### config.mk
export PLATFORM = sky130hd
export DESIGN_NAME = e3_err_count
export DESIGN_NICKNAME = d
export VERILOG_FILES = /design/src/rtl/e3ec_pkg.sv /design/src/rtl/e3ec_gate.sv /design/src/rtl/e3ec_event.sv /design/src/rtl/e3ec_satctr.sv /design/src/rtl/e3_err_count.sv
export SDC_FILE = /design/constraint.sdc
export NUM_CORES = 1
export LEC_CHECK = 0
export ABC_AREA = 1
export BUFFER_PORTS_ARGS = -buffer_cell sky130_fd_sc_hd__buf_2
export CORE_AREA = 2 2 132 134
export CTS_BUF_LIST = sky130_fd_sc_hd__clkbuf_8
export DETAILED_ROUTE_END_ITERATION = 8
export DIE_AREA = 0 0 134 136
export MAX_ROUTING_LAYER = met4
export PLACE_DENSITY = 0.57
export SYNTH_ARGS = -nofsm -noshare
export SYNTH_HDL_FRONTEND = slang
export SYNTH_SLANG_ARGS = --single-unit
### constraint.sdc
create_clock -name clk -period 6.34 [get_ports clk]
set_input_delay 0.317 -clock clk [delete_from_list [all_inputs] [get_ports clk]]
set_output_delay 0.317 -clock clk [all_outputs]
set_load 0.1 [all_outputs]
### src/rtl/e3ec_pkg.sv
// Package: shared constants and helpers for the E3 error counter.
// Assumes counters are indexed frame/parity/remote in that fixed order.
package e3ec_pkg;

    localparam int NUM_CTR = 3;

    typedef enum int {
        IDX_FRM = 0,
        IDX_PAR = 1,
        IDX_REI = 2
    } ctr_idx_e;

    // Width needed to hold a count from 0 to n inclusive.
    function automatic int cnt_width(input int n);
        return (n < 2) ? 1 : $clog2(n + 1);
    endfunction

    // Larger of two integers.
    function automatic int imax(input int a, input int b);
        return (a > b) ? a : b;
    endfunction

endpackage

### src/rtl/e3ec_gate.sv
// Alarm gating: decides per frame whether framing events and whether
// parity/remote events may be counted. Tracks a post-alarm blanking
// window measured in end-of-frame strobes.
// Assumes oof/ais are synchronous to clk.
module e3ec_gate #(
    parameter int BLANK_FRAMES = 2
) (
    input  logic clk,
    input  logic rst_n,
    input  logic eof,
    input  logic oof,
    input  logic ais,
    input  logic gate_ovr,
    output logic frm_ok,
    output logic rest_ok
);
    localparam int WIN_W = e3ec_pkg::cnt_width(BLANK_FRAMES);
    localparam logic [WIN_W-1:0] WIN_FULL = WIN_W'(BLANK_FRAMES);
    localparam logic [WIN_W-1:0] WIN_ONE  = WIN_W'(1);

    logic             alarm;
    logic             alarm_q;
    logic             alarm_fall;
    logic             blank;
    logic [WIN_W-1:0] win_q;
    logic [WIN_W-1:0] win_d;

    // Combine alarms and spot their release.
    always_comb begin
        alarm      = oof | ais;
        alarm_fall = alarm_q & ~alarm;
        blank      = alarm_fall | (win_q != '0);
    end

    // Next value of the blanking window counter.
    always_comb begin
        win_d = win_q;
        if (alarm) begin
            win_d = '0;
        end else if (alarm_fall) begin
            win_d = eof ? (WIN_FULL - WIN_ONE) : WIN_FULL;
        end else if (eof && (win_q != '0)) begin
            win_d = win_q - WIN_ONE;
        end
    end

    // Register alarm history and window.
    always_ff @(posedge clk) begin
        if (!rst_n) begin
            alarm_q <= 1'b0;
            win_q   <= '0;
        end else begin
            alarm_q <= alarm;
            win_q   <= win_d;
        end
    end

    // Qualifiers handed to the event stage.
    always_comb begin
        frm_ok  = gate_ovr | ~alarm;
        rest_ok = gate_ovr | (~alarm & ~blank);
    end

endmodule

### src/rtl/e3ec_event.sv
// Event stage: turns one frame's raw error inputs into per-counter
// increments. All increments are zero outside the eof cycle.
// Assumes INC_W is wide enough for both a BIP popcount and rei_cnt.
module e3ec_event #(
    parameter int BIP_W = 8,
    parameter int REI_W = 4,
    parameter int INC_W = 4
) (
    input  logic                                       eof,
    input  logic                                       frm_err,
    input  logic [BIP_W-1:0]                           bip_calc,
    input  logic [BIP_W-1:0]                           bip_rx,
    input  logic [REI_W-1:0]                           rei_cnt,
    input  logic                                       bit_mode,
    input  logic                                       frm_ok,
    input  logic                                       rest_ok,
    output logic [e3ec_pkg::NUM_CTR-1:0][INC_W-1:0]    inc
);
    import e3ec_pkg::*;

    logic [BIP_W-1:0] diff;
    logic [INC_W-1:0] ones;
    logic [INC_W-1:0] par_amt;

    // Count mismatched BIP positions.
    always_comb begin
        diff = bip_calc ^ bip_rx;
        ones = '0;
        for (int b = 0; b < BIP_W; b++) begin
            ones = ones + INC_W'(diff[b]);
        end
    end

    // Parity amount per selected mode.
    always_comb begin
        if (bit_mode) begin
            par_amt = ones;
        end else begin
            par_amt = INC_W'(|diff);
        end
    end

    // Qualified increments for each counter.
    always_comb begin
        inc          = '0;
        inc[IDX_FRM] = INC_W'(eof & frm_ok & frm_err);
        if (eof && rest_ok) begin
            inc[IDX_PAR] = par_amt;
            inc[IDX_REI] = INC_W'(rei_cnt);
        end
    end

endmodule

### src/rtl/e3ec_satctr.sv
// One saturating error counter with a holding register. On latch the
// hold takes the counter plus the current increment, and the counter
// restarts from zero. Assumes INC_W <= CNT_W.
module e3ec_satctr #(
    parameter int CNT_W = 16,
    parameter int INC_W = 4
) (
    input  logic             clk,
    input  logic             rst_n,
    input  logic [INC_W-1:0] inc,
    input  logic             latch,
    output logic [CNT_W-1:0] cnt,
    output logic [CNT_W-1:0] hold
);
    logic [CNT_W:0]   sum;
    logic [CNT_W-1:0] sat;

    // Add with saturation at all ones.
    always_comb begin
        sum = {1'b0, cnt} + (CNT_W + 1)'(inc);
        sat = sum[CNT_W] ? '1 : sum[CNT_W-1:0];
    end

    // Update counter and holding register.
    always_ff @(posedge clk) begin
        if (!rst_n) begin
            cnt  <= '0;
            hold <= '0;
        end else if (latch) begin
            cnt  <= '0;
            hold <= sat;
        end else begin
            cnt  <= sat;
        end
    end

endmodule

### src/rtl/e3_err_count.sv
// E3 receive error counter top: gating, event decode, and three
// saturating counters with holding registers.
// Assumes all inputs synchronous to clk; one eof pulse per frame.
module e3_err_count #(
    parameter int CNT_W        = 16,
    parameter int BIP_W        = 8,
    parameter int REI_W        = 4,
    parameter int BLANK_FRAMES = 2
) (
    input  logic             clk,
    input  logic             rst_n,
    input  logic             eof,
    input  logic             frm_err,
    input  logic [BIP_W-1:0] bip_calc,
    input  logic [BIP_W-1:0] bip_rx,
    input  logic [REI_W-1:0] rei_cnt,
    input  logic             oof,
    input  logic             ais,
    input  logic             par_bitmode,
    input  logic             gate_ovr,
    input  logic             latch,
    output logic [CNT_W-1:0] frm_hold,
    output logic [CNT_W-1:0] par_hold,
    output logic [CNT_W-1:0] rei_hold
);
    import e3ec_pkg::*;

    localparam int INC_W = imax(cnt_width(BIP_W), REI_W);

    logic                              frm_ok;
    logic                              rest_ok;
    logic [NUM_CTR-1:0][INC_W-1:0]     inc;
    logic [NUM_CTR-1:0][CNT_W-1:0]     ctr_val;
    logic [NUM_CTR-1:0][CNT_W-1:0]     hold_val;

    e3ec_gate #(
        .BLANK_FRAMES(BLANK_FRAMES)
    ) u_gate (
        .clk      (clk),
        .rst_n    (rst_n),
        .eof      (eof),
        .oof      (oof),
        .ais      (ais),
        .gate_ovr (gate_ovr),
        .frm_ok   (frm_ok),
        .rest_ok  (rest_ok)
    );

    e3ec_event #(
        .BIP_W (BIP_W),
        .REI_W (REI_W),
        .INC_W (INC_W)
    ) u_event (
        .eof      (eof),
        .frm_err  (frm_err),
        .bip_calc (bip_calc),
        .bip_rx   (bip_rx),
        .rei_cnt  (rei_cnt),
        .bit_mode (par_bitmode),
        .frm_ok   (frm_ok),
        .rest_ok  (rest_ok),
        .inc      (inc)
    );

    for (genvar g = 0; g < NUM_CTR; g++) begin : g_ctr
        e3ec_satctr #(
            .CNT_W (CNT_W),
            .INC_W (INC_W)
        ) u_ctr (
            .clk   (clk),
            .rst_n (rst_n),
            .inc   (inc[g]),
            .latch (latch),
            .cnt   (ctr_val[g]),
            .hold  (hold_val[g])
        );
    end

    // Route holding registers to ports.
    always_comb begin
        frm_hold = hold_val[IDX_FRM];
        par_hold = hold_val[IDX_PAR];
        rei_hold = hold_val[IDX_REI];
    end

endmodule

# [After elaboration in Yosys (flattened, before gate mapping)]
# Cells that the tools add are included.
[word_totals] input_bits=29 mem_bits_ro=0 latch_bits=0 mem_bits_rw=0 reg_bits=99 mem_count=0 wordCells=46 output_inout_bits=48
[op_classes] shifts=0 mul=0 mux=8 add_sub_neg=11 n_reduce_logical=7 order_cmp=0 bitwise_logic=12 eq_ne=0 n_div=0
[op_table] cell="$add A16 B4 Y17" count=3
[op_table] cell="$mux W16" count=3
[op_table] cell="$add A4 B1 Y4" count=6
[op_table] cell="$mux W8" count=1
[op_table] cell="$reduce_or A8 Y1" count=1
[op_table] cell="$xor A8 B8 Y8" count=1
[op_table] cell="$mux W2" count=3
[op_table] cell="$and A4 B1 Y4" count=1
[op_table] cell="$mux W4" count=1
[op_table] cell="$or A1 B1 Y1" count=4
[op_table] cell="$reduce_bool A2 Y1" count=2
[op_table] cell="$reduce_or A2 Y1" count=2
[op_table] cell="$and A1 B1 Y1" count=3
[op_table] cell="$not A1 Y1" count=3
[op_table] cell="$add A1 B1 Y2" count=1
[op_table] cell="$logic_and A1 B1 Y1" count=2
[op_table] cell="$sub A2 B1 Y2 const B" count=1

# [Logic depth before layout (Yosys ltp)]
# Gate-level depths: netlist of the first run.
[depth] depth_word=12 depth_mapped=22 ltp_nobuf=22

# [By module]
# Synthesis of the first run repeated with hierarchy kept, for this count alone.
[unflattened] cells_unflattened=748 hier_area_um2=5338.9
[modules_own_cells] module="e3ec_satctr (g_ctr[1].u_ctr ...)" area_per_inst_um2=1562.7 seq_area_each_um2=640.6 cells_each=214 instances=2
[modules_own_cells] module="e3ec_satctr (g_ctr[0].u_ctr)" area_per_inst_um2=1567.8 seq_area_each_um2=640.6 cells_each=217 instances=1
[modules_own_cells] module="e3ec_event" area_per_inst_um2=451.7 seq_area_each_um2=0.0 cells_each=74 instances=1
[modules_own_cells] module="e3ec_gate" area_per_inst_um2=193.9 seq_area_each_um2=60.1 cells_each=29 instances=1

# [Worst setup path before layout of the first run]
# Ideal clock, no wire load.
[synth_timing] path_type="input to register" startpoint="input bip_rx[0]" endpoint="register g_ctr[1].u_ctr.hold[14]" arrival_ns=4.080 stages=20 t_required_ns=6.225 path_buffers=1 setup_time_ns=0.115 slack_ns=2.144 cell_sequence="xnor2_1 > inv_1 > ha_1 > fa_1 > inv_1 > fa_1 > fa_1 > fa_1 > xor2_1 > nor3_1 > ha_1 > nand2_1 > nand2_1 > nand2_2 > nor2_4 > nand2_4 > buf_6 > nand3_2 > nand2_1 > nand2_1"
[synth_via] elab_chain_len=12 elab_cells_between_ends=13 classes_between="8 x add/sub; 3 x mux; 1 x bitwise; 1 x reduce/logical"
[synth_rtl] element="start: declaration" line="e3_err_count.sv:15" source="input logic [BIP_W-1:0] bip_rx,"
[synth_rtl] element="$xor A8 B8 Y8 (*)" line="e3ec_event.sv:27" source="diff = bip_calc ^ bip_rx;"
[synth_rtl] element="$add A1 B1 Y2" line="e3ec_event.sv:30" source="ones = ones + INC_W'(diff[b]);"
[synth_rtl] element="$add A4 B1 Y4 (6 in a row)" line="e3ec_event.sv:30"
[synth_rtl] element="$mux W4 (*)" line="e3ec_event.sv:36" source="if (bit_mode) begin"
[synth_rtl] element="$mux W8 (*)" line="e3ec_event.sv:47" source="if (eof && rest_ok) begin"
[synth_rtl] element="$add A16 B4 Y17 (*)" line="e3ec_satctr.sv:20" source="sum = {1'b0, cnt} + (CNT_W + 1)'(inc);"
[synth_rtl] element="$mux W16 (*)" line="e3ec_satctr.sv:21" source="sat = sum[CNT_W] ? '1 : sum[CNT_W-1:0];"
[synth_rtl] element="end signal: assignment" line="e3ec_satctr.sv:31" source="hold <= sat;"
[synth_rtl] element="end: declaration" line="e3ec_satctr.sv:13" source="output logic [CNT_W-1:0] hold"
# Mark *: on every way between the ends. The rest lies on a longest branch, timed or not.
# A chain may end at the register's enable or synchronous reset.

# [Worst setup path after layout of the first run]
[layout_timing] startpoint="input bip_rx[0]" endpoint="register g_ctr[1].u_ctr.hold[3]"
# The elaborated chain is that of the path after synthesis.

==> results.json, run 1 <==
{
  "yosysWarnings": 0,
  "place.detailed.hpwl_mm": 8.13,
  "intPower_w": 0.000914,
  "diodes": 0,
  "die-area_mm2": 0.0182,
  "clock.fmax_mhz": 237,
  "grt_start_max_net_pins": 65,
  "layout.cells.non_filler": 999,
  "ys_seq_area_frac": 0.402,
  "crit_fanout": 16,
  "yosys.area.top_type_share": 0.402,
  "ys_seq_elements": 99,
  "vdd_drop_max_uv": 79.7,
  "cts.sinks": 99,
  "worst_pin_slew_ns": 0.942,
  "slew_headroom": 0.368,
  "syn_nets": 746,
  "yosys.area.top_type": "dfxtp_1",
  "antenna_found_initial": 0,
  "first_global_vias": 4151,
  "tritoncts": "done",
  "die_x_um": 134,
  "cts_buffer_depth": 2,
  "vias": 4300,
  "coreArea_mm2": 0.0169,
  "wl_per_cell_um": 11.2,
  "place_inst": 983,
  "post-route-period-util": 0.665,
  "cap_violations": 0,
  "clk_latency_ns": 0.38,
  "syn2layout_area_growth_pct": 16.6,
  "io_pins": 77,
  "synthArstFlopShare": 0,
  "rsz0062_at_grt": "false",
  "power_density_mw_per_mm2": 215,
  "root_buffer": "clkbuf_8",
  "layout_min_cycle_time_ns": 4.22,
  "drive_above_1_share": 0.150,
  "critPathLaunchType": "input port",
  "power.total_w": 0.00124,
  "switchingPower_w": 0.000325,
  "cellLeakagePower_nw": 2.87,
  "synthTopCellsByCount": "nand2_1 (216), dfxtp_1 (99), inv_1 (94)",
  "dieHeight_um": 136,
  "synth_ff_type": "dfxtp_1",
  "dr.pass1.iters": 6,
  "grt.total_usage": 0.135,
  "setup_violations": 0,
  "place_congestion": 0.830,
  "finalMaxSlewViolations": 0,
  "cts_setup_buffers": 0,
  "syn_area_per_cell_um2": 7.09,
  "grt.overflow.total": 0,
  "clk_pin_slew_ns": 0.10,
  "synth-edff-count": 0,
  "worstPathArrival_ns": 4.46,
  "endpoint_kind": "register",
  "routed_wirelength_mm": 11.2,
  "regToRegStartpoint": "u_gate.win_q[0]$_SDFFE_PP0P_",
  "drc": 0,
  "tns_ns": 0,
  "viasPerCell": 4.30,
  "power_frac_clock": 0.377,
  "syn_inst": 696,
  "critPathRequiredTime_ns": 6.59,
  "status": "completed",
  "yosysUniqueCellTypes": 33,
  "synth_area_leaders": "dfxtp_1 (40%), nand2_1 (16%), inv_1 (7.1%), nand3_1 (5.8%), nor2_1 (5.1%)",
  "row_count": 48,
  "syn_area_mm2": 0.00494,
  "htree_levels": 3,
  "seqPwrFrac": 0.510,
  "comb_power_share": 0.113,
  "holdBufCountCts": 0,
  "ant_nets": 0,
  "fin_worst_skew_ns": 0.0161,
  "synth_most_common_cell": "nand2_1",
  "numCtsBuffers": 9,
  "grt_pass1_wl_mm": 19.1,
  "initial_core_util": 0.292,
  "initialDrtViolationCount": 234,
  "portBuffers": 76,
  "worst-setup-path-type": "in2reg",
  "hp-class": "in2reg",
  "hp-start": "oof",
  "layout.nets": 819,
  "worstSetupStartpoint": "bip_rx[0]",
  "hold_viol": 0,
  "cts_resized": 0,
  "swShare": 0.262
}
[placed cells by master, fill, tap and decap left out, drive strengths merged, types with 7 or more instances in the layout]
cell type	instances
a21oi	15
a31oi	7
buf	77
clkbuf	11
dfxtp	99
ha	15
inv	95
nand2	220
nand3	63
nand4	7
nor2	74
nor3	8
o21ai	37
xnor2	11
xor2	10
[kinds of logic after synthesis]
group                    share of synthesized area
AND/OR/NAND/NOR                              0.342
flip-flops                                   0.402
buffers and inverters                       0.0900
adder cells (fa/ha/maj)                     0.0624
XOR/XNOR                                    0.0373
AO/OA/AOI/OAI                               0.0669
[power by group through the flow]
stage	sequential [W]	clock, W	combinational [W]
6_report	0.000631	0.000467	0.000140
5_1_grt	0.000633	0.000506	0.000161
4_1_cts	0.000632	0.000487	0.000143
3_5_place_dp	0.000646	0	0.000143
3_3_place_gp	0.000646	0	0.000142
2_1_floorplan	0.000674	0	0.0000814
[state kept, by name, summed over array words and instances (netlist names)]
signal	flops
u_gate.win_q	2
u_gate.alarm_q	1
g_ctr.u_ctr.hold	48
g_ctr.u_ctr.cnt	48
[critical path, cell delays in order]
cell     delay, ns
buf_2         0.10
xnor2_1       0.20
inv_1         0.07
ha_1          0.32
fa_1          0.53
inv_1         0.05
fa_1          0.50
fa_1          0.48
fa_1          0.39
xor2_1        0.15
nor3_1        0.18
ha_1          0.30
nand2_1       0.11
nand2_1       0.09
nand2_2       0.11
nor2_4        0.06
nand2_4       0.18
inv_1         0.09
nor2_1        0.13
o21ai_0       0.10
[layout make-up]
cell class              count  area, µm²
well taps                 225        282
fillers                  1879      11100
multi-input cells         486       2520
clock inverters             5       76.3
inverters                  96        360
repair buffers             77        388
clock buffers              11        151
flip-flops and latches     99       1980
[worst paths after layout]
check                                    endpoint  slack (ns)  cells past startpoint
max           g_ctr[1].u_ctr.hold[3]$_SDFFE_PN0P_        2.12                     20
max reg2reg  g_ctr[2].u_ctr.hold[11]$_SDFFE_PN0P_        3.12                     14
min reg2reg   g_ctr[1].u_ctr.hold[5]$_SDFFE_PN0P_        0.45                      2
min                     u_gate.alarm_q$_SDFF_PN0_        0.22                      3
[per-layer routing]
metal | up-vias | GRT usage | wire length, µm
met5 | - | - | 0
li1 | 2318 | - | -
met3 | 11 | 0.0235 | 366
met2 | 63 | 0.214 | 4950
met1 | 1908 | 0.169 | 5680
met4 | 0 | 0.0585 | 214
[per-stage QoR]
step	hold WS [ns]	util	instance area (µm²)	setup slack (ns)
6_report	0.218	0.341	5760	2.12
5_1_grt	0.249	0.341	5760	1.78
4_1_cts	0.199	0.341	5760	2.12
3_5_place_dp	0.434	0.328	5530	1.66
3_3_place_gp	0.434	0.328	5530	1.75
2_1_floorplan	0.452	-	4940	2.14
Power figures use the tool's default switching activity.
==> inputs of run 2 (changes only) <==
==> constraint.sdc (replaced) <==
create_clock -name clk -period 4.3 [get_ports clk]
set_input_delay 0.215 -clock clk [delete_from_list [all_inputs] [get_ports clk]]
set_output_delay 0.215 -clock clk [all_outputs]
set_load 0.1 [all_outputs]
==> results.json, run 2 (synthesis results as in run 1) <==
{
  "drc": 0,
  "rsz0062_at_grt": "false",
  "cts.sinks": 99,
  "worst-setup-path-type": "in2reg",
  "seqPwrFrac": 0.532,
  "root_buffer": "clkbuf_8",
  "diodes": 0,
  "reg_top3": "g_ctr.u_ctr.cnt: 48 flops, g_ctr.u_ctr.hold: 48 flops, u_gate.win_q: 2 flops",
  "final_cell_mix": "nand2_1 (216), dfxtp_1 (99), inv_1 (94)",
  "layout.nets": 826,
  "setup_violations": 0,
  "crit_fanout": 16,
  "endpoint_kind": "register",
  "vdd_drop_max_uv": 155,
  "seq_area_mm2": 0.00198,
  "multi_input_area_mm2": 0.00254,
  "switchingPower_w": 0.000463,
  "worst_pin_slew_ns": 0.699,
  "layout_min_cycle_time_ns": 4.02,
  "antenna_found_initial": 0,
  "critPathRequiredTime_ns": 4.53,
  "fillers": 1861,
  "grt_pass1_wl_mm": 19.1,
  "postLayoutCoreUtil": 0.344,
  "power_frac_clock": 0.343,
  "ant_nets": 0,
  "slew_headroom": 0.533,
  "cellLeakagePower_nw": 2.88,
  "grt.overflow.total": 0,
  "worstPathArrival_ns": 4.26,
  "cap_violations": 0,
  "hp-class": "in2reg",
  "hold_viol": 0,
  "final_common_cell": "nand2_1",
  "intPower_w": 0.00129,
  "swShare": 0.265,
  "place.detailed.hpwl_mm": 8.29,
  "wl_per_cell_um": 11.2,
  "initial_core_util": 0.292,
  "cts_buffer_depth": 2,
  "power.total_w": 0.00175,
  "clock.fmax_mhz": 248,
  "drive_above_1_share": 0.160,
  "comb_power_share": 0.124,
  "post-route-period-util": 0.936,
  "syn2layout_area_growth_pct": 17.5,
  "viasPerCell": 4.33,
  "coreArea_mm2": 0.0169,
  "dr.pass1.iters": 4,
  "clk_pin_slew_ns": 0.09,
  "first_global_vias": 4091,
  "routed_wirelength_mm": 11.3,
  "clk_latency_ns": 0.37,
  "htree_levels": 3,
  "critPathLaunchType": "input port",
  "vias": 4354,
  "fin_worst_skew_ns": 0.0110,
  "die-area_mm2": 0.0182,
  "initialDrtViolationCount": 228,
  "dieHeight_um": 136,
  "tritoncts": "done",
  "row_count": 48,
  "holdBufCountCts": 0,
  "finalMaxSlewViolations": 0,
  "fin_hold_ws_ns": 0.119,
  "grt.total_usage": 0.135,
  "numCtsBuffers": 9,
  "status": "completed",
  "io_pins": 77,
  "die_x_um": 134,
  "grt_start_max_net_pins": 65,
  "place_congestion": 0.841,
  "power_density_mw_per_mm2": 302,
  "portBuffers": 76
}
[run 2: cell types whose count changed in the layout (fill, tap and decap cells not counted), sizes merged]
cell and delta:
buf +7, bufinv -2, clkbuf +3, clkinvlp -1, inv -1
[run 2: stage by stage]
| step | cells | TNS (ns) | cell area [µm²] | worst slack (ns) |
|---|---|---|---|---|
| after CTS | 1005 | 0 | 5780 | 0.117 |
| final | 1005 | 0 | 5800 | 0.275 |
| after global placement | 990 | -3.28 | 5580 | -0.214 |
| after global routing | 1005 | 0 | 5800 | 0.0365 |
| after detailed placement | 990 | -5.08 | 5580 | -0.279 |
| after floorplan | 696 | 0 | 4940 | 0.206 |
[run 2: final cells by class]
| cell class | count | share of cell area |
|---|---|---|
| Timing Repair Buffer | 84 | 0.0760 |
| Clock buffer | 14 | 0.0332 |
| Inverter | 96 | 0.0621 |
| Sequential cell | 99 | 0.342 |
| Multi-Input combinational cell | 486 | 0.437 |
| Clock inverter | 1 | 0.000863 |
| Tap cell | 225 | 0.0486 |
[run 2: worst paths after layout]
check,start,to,slack [ns],cells after the start
hold / removal,oof,u_gate.alarm_q$_SDFF_PN0_,0.12,3
hold reg to reg,g_ctr[2].u_ctr.hold[13]$_SDFFE_PN0P_,g_ctr[2].u_ctr.hold[13]$_SDFFE_PN0P_,0.45,2
setup / recovery,bip_rx[1],g_ctr[1].u_ctr.hold[3]$_SDFFE_PN0P_,0.28,20
setup reg to reg,u_gate.win_q[0]$_SDFFE_PP0P_,g_ctr[2].u_ctr.hold[11]$_SDFFE_PN0P_,1.39,15
[run 2: layer usage]
layer | up-vias | GRT usage | wire [µm]
met1 | 1938 | 0.169 | 5660
met4 | 0 | 0.0437 | 161
met5 | - | - | 0
met3 | 12 | 0.0287 | 427
met2 | 75 | 0.218 | 5050
li1 | 2329 | - | -
[run 2: repair_timing]
item                       4_1_cts  5_1_grt
setup endpoints to repair        0       19
resized for setup                0        3
hold endpoints to repair         0        0
setup buffers                    0        0
[run 2: worst max-delay path, cell delays in order]
cell and delay (ns):
buf_2 0.10, xnor2_1 0.19, inv_1 0.06, ha_1 0.29
fa_1 0.53, inv_1 0.05, fa_1 0.51, fa_2 0.42
fa_1 0.49, nor3_1 0.05, buf_4 0.15, fa_1 0.41
nand2_1 0.10, nand2_1 0.09, nand2_2 0.11, nor2_4 0.07
nand2_8 0.13, inv_1 0.07, nor2_1 0.14, o21ai_0 0.10
[run 2: power by group through the flow]
| stage | combinational [W] | sequential, W | clock [W] |
|---|---|---|---|
| 3_3_place_gp | 0.000218 | 0.000952 | 0 |
| 4_1_cts | 0.000220 | 0.000931 | 0.000632 |
| 6_report | 0.000218 | 0.000931 | 0.000600 |
| 2_1_floorplan | 0.000120 | 0.000993 | 0 |
| 3_5_place_dp | 0.000220 | 0.000952 | 0 |
| 5_1_grt | 0.000250 | 0.000933 | 0.000662 |
